**src/rtl/daisy_spi_pkg.sv**
```systemverilog
package daisy_spi_pkg;
  // Control byte flag offsets counted down from its MSB
  localparam int OFS_BCAST = 0;
  localparam int OFS_RDIR  = 1;
  localparam int OFS_SPACE = 2;
  localparam int N_FLAGS   = 4;

  typedef enum logic [1:0] {
    PH_CTRL = 2'd0,
    PH_ADDR = 2'd1,
    PH_DATA = 2'd2,
    PH_DONE = 2'd3
  } frame_phase_t;
endpackage

```
**src/rtl/daisy_spi_sync.sv**
```systemverilog
module daisy_spi_sync #(
  parameter int SYNC_STAGES = 2
) (
  input  logic clk,
  input  logic rst,
  input  logic csn_in,
  input  logic sclk_in,
  input  logic sdi_in,
  output logic cs_act,
  output logic sclk_rise,
  output logic sclk_fall,
  output logic sdi_s
);
  // lane 2 = csn, lane 1 = sclk, lane 0 = sdi
  logic [2:0] pipe [SYNC_STAGES];
  logic       sclk_prev;

  always_ff @(posedge clk) begin
    if (rst) begin
      for (int i = 0; i < SYNC_STAGES; i++) pipe[i] <= 3'b100;
      sclk_prev <= 1'b0;
    end else begin
      pipe[0] <= {csn_in, sclk_in, sdi_in};
      for (int i = 1; i < SYNC_STAGES; i++) pipe[i] <= pipe[i-1];
      sclk_prev <= pipe[SYNC_STAGES-1][1];
    end
  end

  assign cs_act    = ~pipe[SYNC_STAGES-1][2];
  assign sclk_rise =  pipe[SYNC_STAGES-1][1] & ~sclk_prev;
  assign sclk_fall = ~pipe[SYNC_STAGES-1][1] &  sclk_prev;
  assign sdi_s     =  pipe[SYNC_STAGES-1][0];
endmodule

```
**src/rtl/daisy_spi_frame.sv**
```systemverilog
module daisy_spi_frame
  import daisy_spi_pkg::*;
#(
  parameter int ADDR_W = 8,
  parameter int REG_W  = 8,
  parameter int RAM_W  = 16,
  parameter int ID_W   = 4
) (
  input  logic              clk,
  input  logic              rst,
  input  logic              cs_act,
  input  logic              rise,
  input  logic              fall,
  input  logic              sdi,
  output logic              thru,
  output logic              rd_req,
  output logic              wr_req,
  output logic              space_ram,
  output logic [ADDR_W-1:0] addr,
  output logic [RAM_W-1:0]  wdata,
  output logic              in_data,
  output logic              rd_sel
);
  localparam int CTRL_W   = N_FLAGS + ID_W;
  localparam int MAXLEN   = (RAM_W > CTRL_W) ? ((RAM_W > ADDR_W) ? RAM_W : ADDR_W)
                                             : ((CTRL_W > ADDR_W) ? CTRL_W : ADDR_W);
  localparam int CNT_W    = $clog2(MAXLEN + 1);
  localparam int ID_START = CTRL_W - ID_W;
  localparam logic [RAM_W-1:0] REG_MASK = RAM_W'((64'd1 << REG_W) - 64'd1);

  frame_phase_t     phase;
  logic [CNT_W-1:0] cnt;
  logic [RAM_W-1:0] sh;
  logic [RAM_W-1:0] word;
  logic             borrow;
  logic             thru_nxt;
  logic             hit;
  logic             dir_rd;
  logic [CNT_W-1:0] data_last;

  assign word      = {sh[RAM_W-2:0], sdi};
  assign data_last = space_ram ? CNT_W'(RAM_W - 1) : CNT_W'(REG_W - 1);
  assign in_data   = (phase == PH_DATA);
  assign rd_sel    = hit & dir_rd;

  always_ff @(posedge clk) begin
    rd_req <= 1'b0;
    wr_req <= 1'b0;
    if (rst || !cs_act) begin
      phase     <= PH_CTRL;
      cnt       <= '0;
      sh        <= '0;
      borrow    <= 1'b1;
      thru_nxt  <= 1'b0;
      thru      <= 1'b0;
      hit       <= 1'b0;
      dir_rd    <= 1'b0;
      if (rst) begin
        space_ram <= 1'b0;
        addr      <= '0;
        wdata     <= '0;
      end
    end else begin
      if (rise) begin
        sh  <= word;
        cnt <= cnt + 1'b1;
        // serial decrement: channel number arrives LSB first
        if (phase == PH_CTRL && cnt >= CNT_W'(ID_START)) begin
          thru_nxt <= sdi ^ borrow;
          borrow   <= borrow & ~sdi;
        end else begin
          thru_nxt <= sdi;
        end
        case (phase)
          PH_CTRL: if (cnt == CNT_W'(CTRL_W - 1)) begin
            phase     <= PH_ADDR;
            cnt       <= '0;
            dir_rd    <= word[CTRL_W-1-OFS_RDIR];
            space_ram <= word[CTRL_W-1-OFS_SPACE];
            hit       <= (word[ID_W-1:0] == '0) ||
                         (word[CTRL_W-1-OFS_BCAST] && !word[CTRL_W-1-OFS_RDIR]);
          end
          PH_ADDR: if (cnt == CNT_W'(ADDR_W - 1)) begin
            phase  <= PH_DATA;
            cnt    <= '0;
            addr   <= word[ADDR_W-1:0];
            rd_req <= hit & dir_rd;
          end
          PH_DATA: if (cnt == data_last) begin
            phase <= PH_DONE;
            cnt   <= '0;
            if (hit && !dir_rd) begin
              wr_req <= 1'b1;
              wdata  <= space_ram ? word : (word & REG_MASK);
            end
          end
          default: cnt <= cnt;
        endcase
      end
      if (fall) thru <= thru_nxt;
    end
  end
endmodule

```
**src/rtl/daisy_spi_readout.sv**
```systemverilog
module daisy_spi_readout #(
  parameter int REG_W = 8,
  parameter int RAM_W = 16
) (
  input  logic             clk,
  input  logic             rst,
  input  logic             cs_act,
  input  logic             fall,
  input  logic             rd_req,
  input  logic             space_ram,
  input  logic             in_data,
  input  logic             rd_sel,
  input  logic [RAM_W-1:0] rf_rdata,
  output logic             sdo,
  output logic             sdo_oe
);
  localparam int ALIGN = RAM_W - REG_W;

  logic [RAM_W-1:0] mem_hold;
  logic [RAM_W-1:0] shreg;
  logic             pend_mem;
  logic             pend_reg;

  always_ff @(posedge clk) begin
    if (rst) begin
      mem_hold <= '0;
      shreg    <= '0;
      pend_mem <= 1'b0;
      pend_reg <= 1'b0;
      sdo      <= 1'b0;
      sdo_oe   <= 1'b0;
    end else begin
      pend_mem <= rd_req &  space_ram;
      pend_reg <= rd_req & ~space_ram;
      // one-deep pipeline: ship the held word, refill from this fetch
      if (rd_req && space_ram) shreg <= mem_hold;
      if (pend_mem) mem_hold <= rf_rdata;
      if (pend_reg) shreg <= rf_rdata << ALIGN;
      if (!cs_act) begin
        sdo    <= 1'b0;
        sdo_oe <= 1'b0;
      end else if (fall && in_data && rd_sel) begin
        sdo    <= shreg[RAM_W-1];
        shreg  <= {shreg[RAM_W-2:0], 1'b0};
        sdo_oe <= 1'b1;
      end
    end
  end
endmodule

```
**src/rtl/daisy_spi_decoder.sv**
```systemverilog
module daisy_spi_decoder #(
  parameter int ADDR_W      = 8,
  parameter int REG_W       = 8,
  parameter int RAM_W       = 16,
  parameter int ID_W        = 4,
  parameter int SYNC_STAGES = 2
) (
  input  logic              clk,
  input  logic              rst,
  input  logic              spi_csn,
  input  logic              spi_sclk,
  input  logic              spi_sdi,
  output logic              spi_sdo,
  output logic              spi_sdo_oe,
  output logic              spi_thru,
  output logic              rf_rd,
  output logic              rf_wr,
  output logic              rf_ram,
  output logic [ADDR_W-1:0] rf_addr,
  output logic [RAM_W-1:0]  rf_wdata,
  input  logic [RAM_W-1:0]  rf_rdata
);
  logic cs_act;
  logic sclk_rise;
  logic sclk_fall;
  logic sdi_s;
  logic in_data;
  logic rd_sel;

  daisy_spi_sync #(.SYNC_STAGES(SYNC_STAGES)) u_sync (
    .clk       (clk),
    .rst       (rst),
    .csn_in    (spi_csn),
    .sclk_in   (spi_sclk),
    .sdi_in    (spi_sdi),
    .cs_act    (cs_act),
    .sclk_rise (sclk_rise),
    .sclk_fall (sclk_fall),
    .sdi_s     (sdi_s)
  );

  daisy_spi_frame #(.ADDR_W(ADDR_W), .REG_W(REG_W), .RAM_W(RAM_W), .ID_W(ID_W)) u_frame (
    .clk       (clk),
    .rst       (rst),
    .cs_act    (cs_act),
    .rise      (sclk_rise),
    .fall      (sclk_fall),
    .sdi       (sdi_s),
    .thru      (spi_thru),
    .rd_req    (rf_rd),
    .wr_req    (rf_wr),
    .space_ram (rf_ram),
    .addr      (rf_addr),
    .wdata     (rf_wdata),
    .in_data   (in_data),
    .rd_sel    (rd_sel)
  );

  daisy_spi_readout #(.REG_W(REG_W), .RAM_W(RAM_W)) u_readout (
    .clk       (clk),
    .rst       (rst),
    .cs_act    (cs_act),
    .fall      (sclk_fall),
    .rd_req    (rf_rd),
    .space_ram (rf_ram),
    .in_data   (in_data),
    .rd_sel    (rd_sel),
    .rf_rdata  (rf_rdata),
    .sdo       (spi_sdo),
    .sdo_oe    (spi_sdo_oe)
  );
endmodule

```
**config.mk**
```make
export PLATFORM = sky130hd
export DESIGN_NAME = daisy_spi_decoder
export DESIGN_NICKNAME = d
export VERILOG_FILES = /design/src/rtl/daisy_spi_pkg.sv /design/src/rtl/daisy_spi_sync.sv /design/src/rtl/daisy_spi_frame.sv /design/src/rtl/daisy_spi_readout.sv /design/src/rtl/daisy_spi_decoder.sv
export SDC_FILE = /design/constraint.sdc
export NUM_CORES = 1
export LEC_CHECK = 0
export BUFFER_PORTS_ARGS = -buffer_cell sky130_fd_sc_hd__buf_4
export CAP_MARGIN = 20
export CORE_ASPECT_RATIO = 0.75
export CORE_MARGIN = 10
export CORE_UTILIZATION = 30
export DETAILED_ROUTE_END_ITERATION = 8
export HOLD_SLACK_MARGIN = 0.08
export PLACE_DENSITY_LB_ADDON = 0.2
export RECOVER_POWER = 100
export SLEW_MARGIN = 10
export SYNTH_ARGS = -nofsm -noshare
export SYNTH_HDL_FRONTEND = slang
export SYNTH_SLANG_ARGS = --single-unit
```
**constraint.sdc**
```tcl
create_clock -name clk -period 1.8 [get_ports clk]
set_input_delay 0 -clock clk [delete_from_list [all_inputs] [get_ports clk]]
set_output_delay 0 -clock clk [all_outputs]
set_load 0.05 [all_outputs]
```
==> key figures <==
Timing
  – Finish-stage setup viols: 0
  – RSZ-0062 raised after global routing: no
  – Hold Fails Final Rpt: 0
  – Fin crit share: 91.92%
  – Max-slew violations: 0
  – FMAX: 604.4 MHz
  – Worst rel slew slack: 41.93%
  – Tightest Pin Transition: 0.8710 ns
  – Fin worst setup slack: 0.1454 ns
  – Post-route minimum period: 1.655 ns
  – Final Skew: 0.009716 ns
  – Post-Route Setup TNS: 0 ns
  – WHS: 0.1196 ns

Routing
  – Detailed Route WL: 9310 um
  – Drt wl/cell: 14.55 um
  – Vias: 2,922
  – DR pass1 iterations: 6
  – Routed metal-1 wirelength: 4907 um
  – Vias per inst: 4.566
  – Top routing layer used: met4
  – Met2 WL: 3837 um
  – Drt initial violations: 184
  – DR DRC count: 0
  – Met3 routed WL: 419 um
  – DRT antenna net count: 0

Clock network
  – CTS Buf Count: 9
  – Reg clk slew, reported paths: 0.07 ns
  – CTS tree: yes
  – Clk Latency, worst-skew pair: 0.34 ns
  – CTS Root Cell: clkbuf_16
  – CTS Sinks: 97
  – H-tree levels: 3
  – CTS max path bufs: 2

Floorplanning
  – Rows: 36
  – I/O pin count: 51
  – Core outline area: 0.01293 mm2
  – Starting Density: 30.57%
  – Chip width: 152.5 um
  – Die height: 119.4 um
  – Die area: 0.01821 mm2

Finish
  – Area of the multi-input gates: 0.001603 mm2
  – Largest registers: u_frame.wdata (16), u_readout.mem_hold (16), u_readout.shreg (16)
  – Register area: 0.002192 mm2
  – Fillers: 1,299
  – Area growth from synthesis to final layout: 25.17%
  – Final core occ: 38.27%
  – Fraction of layout cells with a size suffix above 1: 13.01%
  – Final #Nets: 492
  – Final antenna diode count: 0

Placement
  – Pre-CTS setup slack: 0.06920 ns
  – RD Place Congestion: 0.7805
  – IO Port Bufs: 50
  – HPWL after DPL: 6222 um

Power and ir drop
  – Leakage power: 1.853 nW
  – Tot Pwr: 4.487 mW
  – Pwr/cell area: 906.9 mW/mm2
  – Peak supply drop: 0.4983 mV

Global route
  – GRT overflow: 0
  – GR Util All Layers: 10.04%
  – Largest net degree at the start of global routing: 48
  – Initial antenna violation count: 0
  – Vias in the first global route: 2,863
  – Global-route wire length before repair: 15,060 um

Synth
  – Synth Register Bits: 97
  – Cell Area, Synth: 0.003953 mm2
  – Mapped Cells: 391
  – Syn nets: 419
  – Post-Syn Area per Cell: 10.11 um2
  – Sequential area share after synthesis: 55.46%
  – Post-synth ARST share: 0%
  – Yosys warning count: 0
  – Synth cell types: 41
  – Post-synth top flop: dfxtp_1
  – Post-synth EDFFs: 25

Hold path
  – Min-Delay Path Class: in -> reg
  – Worst hold start: rst

Critical path
  – Critical path class: reg -> reg
  – CP Data Arrival Time: 1.87 ns
  – Flop2flop setup slack: 0.15 ns
  – Startpoint types: flop
  – Max FO, Critical Path: 11
  – Worst EP required: 2.01 ns
  – Reg2reg start: u_readout.pend_mem
  – CP startpoint: u_readout.pend_mem
  – Worst setup EP type: flop

Outcome
  – Status: finished clean

Job
  – Max Cap Viol: 0
-- routing by layer --
metal  track usage (%)  up-vias
met2             13.68       63
met5                 0        -
li1                  -     1508
met3             3.020       10
met1             14.44     1341
met4             3.746        0
-- layout by cell type (no fill, tap or decap), types with 2 or more instances in the layout --
| master | n |
|---|---|
| buf_4 | 27 |
| xor2_1 | 2 |
| a211o_1 | 8 |
| ha_1 | 6 |
| nand3b_1 | 2 |
| or3_1 | 7 |
| o21a_1 | 2 |
| inv_1 | 14 |
| dfxtp_1 | 72 |
| nor3b_4 | 2 |
| nand4_1 | 5 |
| clkbuf_16 | 9 |
| or2_2 | 3 |
| dlygate4sd3_1 | 19 |
| nand3_1 | 12 |
| mux2i_1 | 28 |
| inv_6 | 3 |
| and2_0 | 7 |
| a211oi_1 | 9 |
| nand2_1 | 47 |
| edfxtp_1 | 25 |
| and3_1 | 17 |
| clkinvlp_4 | 2 |
| clkbuf_4 | 3 |
| clkbuf_2 | 2 |
| a21oi_1 | 36 |
| clkbuf_1 | 34 |
| nor2b_1 | 6 |
| o21ai_0 | 7 |
| o21bai_1 | 2 |
| nor2_1 | 30 |
| o31ai_1 | 2 |
-- cell families (layout without fill, tap and decap cells) --
group	count (synthesis)	in the layout	synth area share, %
AOI/OAI and AO/OA	68	68	10.54
muxes	28	28	7.091
buffers and inverters	39	116	4.590
xor gates and xnor gates	3	3	0.6649
and+or+nand+nor	149	150	19.44
DFF	97	97	55.46
adders and majority gates	7	7	2.216
-- per-stage QoR --
| step | instances | area, um2 |
|---|---|---|
| 2_1_floorplan | 391 | 3974 |
| 3_3_place_gp | 603 | 4573 |
| 3_5_place_dp | 603 | 4573 |
| 4_1_cts | 638 | 5076 |
| 5_1_grt | 640 | 4947 |
| 6_report | 640 | 4947 |
-- cell type report --
class | instances | area share (%)
flip-flops and latches | 97 | 44.31
multi-input cells | 256 | 32.40
repair buffers | 86 | 11.58
clock buffers | 9 | 4.552
well taps | 171 | 4.325
clock inverters | 7 | 1.770
inverters | 14 | 1.062
-- report_power, final --
part	internal, mW	switching (mW)	leakage, nW	total (mW)
Combinational	0.0850	0.161	0.868	0.246
Sequential	2.26	0.0106	0.839	2.27
Clock	1.10	0.871	0.146	1.97
Total	3.44	1.04	1.85	4.49
-- final timing paths --
path	to	depth (start not counted)
min	u_readout.mem_hold[4]	2
min reg2reg	u_sync.pipe[0][5]	1
max reg2reg	u_readout.mem_hold[7]	3
max	u_readout.mem_hold[7]	3
-- critical path: stages (launching register included) --
cell and delay, ns:
dfxtp_1 0.50, clkbuf_1 0.70, mux2i_1 0.27, nor2_1 0.05
-- Yosys cell counts, types with 2 or more instances --
cell,instances,area (um2)
dfxtp_1,72,1441
nand2_1,47,176.4
a21oi_1,36,180.2
nor2_1,30,112.6
mux2i_1,28,280.3
edfxtp_1,25,750.7
and3_1,17,106.4
inv_1,14,52.55
nand3_1,12,60.06
clkbuf_1,11,41.29
a211oi_1,9,67.56
a211o_1,8,70.07
and2_1,7,43.79
buf_2,7,35.03
ha_1,7,87.58
o21ai_0,7,35.03
or3_1,7,43.79
nor2b_1,6,37.54
nand4_1,5,31.28
buf_1,3,11.26
buf_6,3,33.78
or2_2,3,18.77
xor2_1,3,26.28
nand2b_1,2,12.51
nand3b_1,2,15.01
nor3b_4,2,37.54
o21a_1,2,15.01
o21bai_1,2,15.01
o31ai_1,2,15.01
-- timing repair --
action | CTS | global route
gates resized for setup | 0 | 1
buffers inserted | 0 | 1
endpoints found under the setup margin | 0 | 26
endpoints found under the hold margin | 27 | 0
hold buffers | 19 | 0
Power figures use the tool's default switching activity.
